===== config.mk =====
export PLATFORM = sky130hd
export DESIGN_NAME = pinbank_irq_ctrl
export DESIGN_NICKNAME = d
export VERILOG_FILES = /design/src/rtl/pbk_pkg.sv /design/src/rtl/pbk_sync.sv /design/src/rtl/pbk_evdet.sv /design/src/rtl/pbk_status.sv /design/src/rtl/pinbank_irq_ctrl.sv
export SDC_FILE = /design/constraint.sdc
export NUM_CORES = 2
export LEC_CHECK = 0
export ABC_CLOCK_PERIOD_IN_PS = 2800
export BUFFER_PORTS_ARGS = -buffer_cell sky130_fd_sc_hd__clkbuf_2
export CELL_PAD_IN_SITES_DETAIL_PLACEMENT = 0
export CELL_PAD_IN_SITES_GLOBAL_PLACEMENT = 1
export CORE_MARGIN = 2
export CORE_UTILIZATION = 40
export DETAILED_ROUTE_END_ITERATION = 8
export PLACE_DENSITY_LB_ADDON = 0.1
export SYNTH_ARGS = -nofsm -noshare
export SYNTH_HDL_FRONTEND = slang
export SYNTH_SLANG_ARGS = --single-unit
export TNS_END_PERCENT = 30

===== constraint.sdc =====
create_clock -name clk -period 2.8 [get_ports clk]
set_input_delay 0.42 -clock clk [delete_from_list [all_inputs] [get_ports clk]]
set_output_delay 0.42 -clock clk [all_outputs]
set_load 0.005 [all_outputs]

===== src/rtl/pbk_pkg.sv =====
package pbk_pkg;

    localparam int WORD_W      = 32;
    localparam int ADDR_W      = 8;
    localparam int LAYOUT_PINS = 96;
    localparam int NBANKS      = LAYOUT_PINS / WORD_W;
    localparam int NSETS       = 4;
    localparam int SET_STRIDE  = 4;

    localparam logic [ADDR_W-1:0] OE_BASE   = 8'h05;
    localparam logic [ADDR_W-1:0] DRV_BASE  = 8'h09;
    localparam logic [ADDR_W-1:0] IEN_BASE  = 8'h11;
    localparam logic [ADDR_W-1:0] POL_BASE  = 8'h41;
    localparam logic [ADDR_W-1:0] TYP_BASE  = 8'h45;
    localparam logic [ADDR_W-1:0] STAT_BASE = 8'h49;

    typedef enum logic [2:0] {
        FT_NONE, FT_OE, FT_DRV, FT_IEN, FT_POL, FT_TYP, FT_STAT
    } feat_e;

    // {type, polarity}
    typedef enum logic [1:0] {
        TRIG_HIGH = 2'b00,
        TRIG_LOW  = 2'b01,
        TRIG_RISE = 2'b10,
        TRIG_FALL = 2'b11
    } trig_e;

    typedef struct packed {
        feat_e      feat;
        logic [1:0] set;
        logic [1:0] bank;
    } dec_t;

    function automatic logic in_feat(input logic [ADDR_W-1:0] a,
                                     input logic [ADDR_W-1:0] base);
        return (a >= base) && (a < base + ADDR_W'(NBANKS));
    endfunction

    function automatic dec_t decode(input logic [ADDR_W-1:0] a);
        dec_t d;
        d = '{feat: FT_NONE, set: 2'd0, bank: 2'd0};
        if (in_feat(a, OE_BASE)) begin
            d.feat = FT_OE;   d.bank = 2'(a - OE_BASE);
        end else if (in_feat(a, DRV_BASE)) begin
            d.feat = FT_DRV;  d.bank = 2'(a - DRV_BASE);
        end else if (in_feat(a, POL_BASE)) begin
            d.feat = FT_POL;  d.bank = 2'(a - POL_BASE);
        end else if (in_feat(a, TYP_BASE)) begin
            d.feat = FT_TYP;  d.bank = 2'(a - TYP_BASE);
        end else if (in_feat(a, STAT_BASE)) begin
            d.feat = FT_STAT; d.bank = 2'(a - STAT_BASE);
        end
        for (int s = 0; s < NSETS; s++) begin
            if (in_feat(a, IEN_BASE + ADDR_W'(s * SET_STRIDE))) begin
                d.feat = FT_IEN;
                d.set  = 2'(s);
                d.bank = 2'(a - IEN_BASE - ADDR_W'(s * SET_STRIDE));
            end
        end
        return d;
    endfunction

endpackage


===== src/rtl/pbk_sync.sv =====
module pbk_sync #(
    parameter int W = 70
) (
    input  logic         clk,
    input  logic         rst,
    input  logic [W-1:0] raw,
    output logic [W-1:0] cur,
    output logic [W-1:0] prev
);
    logic [W-1:0] meta_q, cur_q, prev_q;

    always_ff @(posedge clk) begin
        if (rst) begin
            meta_q <= '0;
            cur_q  <= '0;
            prev_q <= '0;
        end else begin
            meta_q <= raw;
            cur_q  <= meta_q;
            prev_q <= cur_q;
        end
    end

    assign cur  = cur_q;
    assign prev = prev_q;
endmodule


===== src/rtl/pbk_evdet.sv =====
module pbk_evdet
    import pbk_pkg::*;
#(
    parameter int W = 70
) (
    input  logic [W-1:0] cur,
    input  logic [W-1:0] prev,
    input  logic [W-1:0] typ,
    input  logic [W-1:0] pol,
    output logic [W-1:0] evt
);
    for (genvar i = 0; i < W; i++) begin : g_pin
        trig_e mode;
        assign mode = trig_e'({typ[i], pol[i]});
        always_comb begin
            unique case (mode)
                TRIG_HIGH: evt[i] = cur[i];
                TRIG_LOW:  evt[i] = ~cur[i];
                TRIG_RISE: evt[i] = cur[i] & ~prev[i];
                TRIG_FALL: evt[i] = ~cur[i] & prev[i];
                default:   evt[i] = 1'b0;
            endcase
        end
    end
endmodule


===== src/rtl/pbk_status.sv =====
module pbk_status #(
    parameter int W = 70
) (
    input  logic         clk,
    input  logic         rst,
    input  logic [W-1:0] clr,
    input  logic [W-1:0] evt,
    output logic [W-1:0] stat
);
    always_ff @(posedge clk) begin
        if (rst) stat <= '0;
        else     stat <= (stat & ~clr) | evt;
    end
endmodule


===== src/rtl/pinbank_irq_ctrl.sv =====
module pinbank_irq_ctrl
    import pbk_pkg::*;
#(
    parameter int NUM_PINS = 70
) (
    input  logic                clk,
    input  logic                rst,
    input  logic                reg_we,
    input  logic [ADDR_W-1:0]   reg_addr,
    input  logic [WORD_W-1:0]   reg_wdata,
    output logic [WORD_W-1:0]   reg_rdata,
    input  logic [NUM_PINS-1:0] pin_in,
    output logic [NUM_PINS-1:0] pin_oe,
    output logic [NUM_PINS-1:0] pin_out,
    output logic                irq
);
    dec_t dec;
    assign dec = decode(reg_addr);

    logic [NUM_PINS-1:0] wmask, wbits;
    always_comb begin
        for (int i = 0; i < NUM_PINS; i++) begin
            wmask[i] = (2'(i / WORD_W) == dec.bank);
            wbits[i] = reg_wdata[i % WORD_W];
        end
    end

    logic [NUM_PINS-1:0] oe_q, drv_q, pol_q, typ_q, stat_q, evt, clr;
    logic [NSETS-1:0][NUM_PINS-1:0] ien_q;
    logic [NUM_PINS-1:0] s_cur, s_prev;

    always_ff @(posedge clk) begin
        if (rst) begin
            oe_q  <= '0;
            drv_q <= '0;
            pol_q <= '0;
            typ_q <= '0;
            ien_q <= '0;
        end else if (reg_we) begin
            unique case (dec.feat)
                FT_OE:  oe_q  <= (oe_q  & ~wmask) | (wbits & wmask);
                FT_DRV: drv_q <= (drv_q & ~wmask) | (wbits & wmask);
                FT_POL: pol_q <= (pol_q & ~wmask) | (wbits & wmask);
                FT_TYP: typ_q <= (typ_q & ~wmask) | (wbits & wmask);
                FT_IEN: ien_q[dec.set] <= (ien_q[dec.set] & ~wmask) | (wbits & wmask);
                default: ;
            endcase
        end
    end

    assign clr = (reg_we && dec.feat == FT_STAT) ? (wbits & wmask) : '0;

    pbk_sync #(.W(NUM_PINS)) sync_i (
        .clk(clk), .rst(rst), .raw(pin_in), .cur(s_cur), .prev(s_prev)
    );

    pbk_evdet #(.W(NUM_PINS)) evdet_i (
        .cur(s_cur), .prev(s_prev), .typ(typ_q), .pol(pol_q), .evt(evt)
    );

    pbk_status #(.W(NUM_PINS)) status_i (
        .clk(clk), .rst(rst), .clr(clr), .evt(evt), .stat(stat_q)
    );

    logic [NUM_PINS-1:0]    sel;
    logic [LAYOUT_PINS-1:0] padded;
    always_comb begin
        unique case (dec.feat)
            FT_OE:   sel = oe_q;
            FT_DRV:  sel = drv_q;
            FT_POL:  sel = pol_q;
            FT_TYP:  sel = typ_q;
            FT_STAT: sel = stat_q;
            FT_IEN:  sel = ien_q[dec.set];
            default: sel = '0;
        endcase
        padded = '0;
        padded[NUM_PINS-1:0] = sel;
        reg_rdata = padded[int'(dec.bank) * WORD_W +: WORD_W];
    end

    assign pin_oe  = oe_q;
    assign pin_out = drv_q;
    assign irq     = |(stat_q & ien_q[0]);
endmodule


==> implementation parameters <==
Parameter                              Value

STA
  Final count of negative-setup-slack endpoints ... 20
  Post-layout min period ... 2.97 ns
  Worst setup slack after layout ... -0.174 ns
  Final hold viol count ... 0
  Final period utilization ... 106%
  Worst Clk Skew ... 0.0290 ns
  Maximum clock frequency ... 336 MHz
  Final Slew Violations ... 0
  Relative slew margins ... 26.8%
  Transition time at the pin with the least slew margin ... 1.09 ns
  RSZ-0062 raised after global routing ... yes

Power
  Proportion of power drawn by the clock network ... 46.4%
  Switching fraction of total power ... 25.3%
  Switching power of the nets ... 0.00689 W
  Worst vdd rail ir drop ... 0.398 mV
  Power share of the combinational group ... 8.2%
  Power share of the sequential group ... 45.4%
  Leakage power figure ... 17.6 nW
  Power per standard cell area ... 580 mW/mm2
  Internal power of the cells ... 0.0203 W

GRT
  Tot GR Track Use ... 32.6%
  Wire length of the first global-routing pass ... 226000 um
  Overall overflow remaining after global route ... 0
  Pin count of the biggest net entering global routing ... 109
  Number of global-route vias before repair ... 31352
  Antenna violations before repair ... 7

Floorplanning
  Die W ... 306 um
  FP Rows ... 110
  Full die area ... 0.0934 mm2
  Initial cell density of the core ... 40.4%
  Die extent in y ... 306 um
  Floorplan core area ... 0.0900 mm2
  Num ports ... 286

Critical path
  Data arrival time of the critical path ... 2.55 ns
  Required time of the worst setup path ... 2.38 ns
  Critical path's largest stage delay ... 0.36 ns
  Critical path capture point type ... output port
  Cell with the biggest individual delay on the critical path ... dfxtp_4
  Crit Path Category ... flip-flop to output port
  Peak fanout along the critical path ... 2
  Cell-by-cell trace of the critical path ... a22o_4, a221oi_4, nand4_1, nor4_2, nand4_1, buf_6, buf_6
  Critical Path Start Type ... flip-flop

Routing
  Routed Wire Length ... 157000 um
  Mean routed wirelength per cell ... 26.8 um
  Initial DRC count ... 3761
  Routed via count divided by cell count ... 5.90
  Drt first pass iters ... 6
  Antenna viol nets, final ... 0
  Drc violations ... 0
  DR vias ... 34606

Yosys
  Post-Syn Area per Cell ... 8.69 um2
  Instance count of the mapped netlist ... 4186
  Largest cells by area after synthesis ... dfxtp_1 46%, a211oi_1 6.1%, a21oi_1 4.7%, nand2_1 4.3%, mux2i_1 3.7%
  Number of synthesized register bits ... 840
  Top flip-flop cell by instance count after synthesis ... dfxtp_1
  Ys async rst share ... 0%
  Area leader, netlist ... dfxtp_1
  Yosys warns ... 0
  Post-Synthesis Cell Area ... 0.0364 mm2
  Count of cell types in the netlist ... 60
  Total nets after synthesis ... 4301
  Portion of synthesized cell area occupied by the leading cell type ... 46.2%
  Number of flops mapped to enable cells by yosys ... 0
  Part of the Yosys area used for sequential elements ... 46.2%

Cells and area
  Area growth syn-to-layout ... 29.0%
  Share of post-route cells with drive strength above 1 ... 22.8%
  Multi-input logic area ... 0.0188 mm2
  Most frequent cells in the layout ... 822 x dfxtp_1, 412 x nand2_1, 344 x a21oi_1
  Register cell area after layout ... 0.0168 mm2
  Layout net count ... 4729
  Final std cell area, no fill ... 0.0469 mm2
  Commonest non-fill, non-tap cell in the layout ... dfxtp_1
  # fillers ... 8513

CTS
  Clk Tree Root Cell ... clkbuf_16
  H-tree levels ... 3
  Later-pin clock latency in the skew report ... 0.68 ns
  Clock transition at the registers of the reported paths ... 0.06 ns
  Clk sinks ... 840
  Cts bufs inserted ... 93
  Buffer depth of the longest clock path ... 3
  CTS tree ... built

Placement
  Weighted congestion reported at the end of routability-driven placement ... 0.975
  Placed cell areas ... 0.0416 mm2
  DPL Wire Length ... 112000 um
  Pre-CTS setup slack ... -0.291 ns
  Port-buffer cells ... 285

Min path
  Path type of the worst min-delay path ... input pin to flip-flop

Status
  Result of the run ... complete, but fails checks
  Failing checks ... negative setup slack

Flow run
  Maximum capacitance violations ... 0
-- through the flow --
stage | total power [W] | instances | setup TNS [ns] | utilization [%] | hold slack, ns
2_1_floorplan | 0.0136 | 4186 | -0.0314 | - | 0.414
3_3_place_gp | 0.0146 | 5595 | -11.46 | 46.2 | 0.416
3_5_place_dp | 0.0146 | 5595 | -15.51 | 46.2 | 0.422
4_1_cts | 0.0273 | 5860 | -0.534 | 51.5 | 0.107
5_1_grt | 0.0280 | 5868 | -1.78 | 52.1 | 0.133
6_report | 0.0272 | 5870 | -0.827 | 52.1 | 0.156
-- critical path: cells and delay by family (launching register included) --
kind            cells  cell delay, ns
flops               1            0.36
simple gates        3            0.67
buf+inv             2            0.28
compound gates      2            0.55
-- power groups by stage --
stage	Clock [W]	Combinational [W]	Sequential, W
4_1_cts	0.0128	0.00214	0.0124
3_5_place_dp	0	0.00196	0.0126
3_3_place_gp	0	0.00197	0.0126
5_1_grt	0.0133	0.00234	0.0124
2_1_floorplan	0	0.00105	0.0125
6_report	0.0126	0.00223	0.0124
-- final cells by class --
cell class	count	area share [%]
Sequential cell	840	35.9
Clock buffer	137	5.78
Clock inverter	35	0.866
Multi-Input combinational cell	2887	40.1
Antenna cell	3	0.0160
Timing Repair Buffer	751	13.9
Tap cell	1176	3.14
Inverter	41	0.344
-- cells by family (layout without fill, tap and decap cells) --
family,count (synthesis),in the layout,share of synthesized area [%]
AOI/OAI and AO/OA,1414,1414,25.5
and+or+nand+nor,1139,1139,14.3
DFF,840,840,46.2
muxes,192,192,5.47
buffers and inverters,459,964,5.06
other,0,3,0
xor gates and xnor gates,140,140,3.37
adders and majority gates,2,2,0.0688
-- synthesized netlist by cell type (26+ instances only) --
| cell type | count |
|---|---|
| xor2_1 | 140 |
| a211oi_1 | 296 |
| dfxtp_1 | 840 |
| inv_1 | 41 |
| a22oi_1 | 129 |
| o31ai_1 | 51 |
| clkbuf_1 | 330 |
| o21a_1 | 26 |
| a21oi_1 | 344 |
| a2bb2oi_1 | 75 |
| mux2i_1 | 136 |
| o22ai_1 | 78 |
| nand3_1 | 124 |
| nand2_1 | 414 |
| nor2b_1 | 215 |
| o21ai_0 | 214 |
| o2bb2ai_1 | 52 |
| buf_2 | 57 |
| a31oi_1 | 73 |
| nor2_1 | 310 |
| mux2_2 | 56 |
-- per-layer routing --
metal | track usage [%] | routed length [um] | vias to the layer above
li1 | - | - | 15931
met4 | 11.4 | 5970 | 2
met5 | 0 | 12 | -
met1 | 49.1 | 72900 | 16692
met2 | 44.0 | 62000 | 1688
met3 | 8.71 | 16200 | 293
-- path summary, 6_finish.rpt --
check	end	from	slack (ns)	cells past startpoint
worst max-delay path	irq	ien_q[4]$_SDFFE_PP0P_	-0.17	7
worst min-delay path	flip-flop	reg_wdata[16]	0.16	3
worst max register to register	ien_q[81]$_SDFFE_PP0P_	ien_q[221]$_SDFFE_PP0P_	1.09	5
worst min register to register	sync_i.cur[9]$_SDFF_PP0_	sync_i.meta_q[9]$_SDFF_PP0_	0.43	1
-- what timing repair did --
| item | CTS | global route |
|---|---|---|
| buffers inserted | 16 | 10 |
| resized for setup | 112 | 103 |
| endpoints found under the hold margin | 70 | 0 |
| hold buffers | 70 | 0 |
| setup endpoints to repair | 33 | 33 |
| pin swaps | 30 | 42 |
| gates cloned | 8 | 1 |
Power figures use the tool's default switching activity.
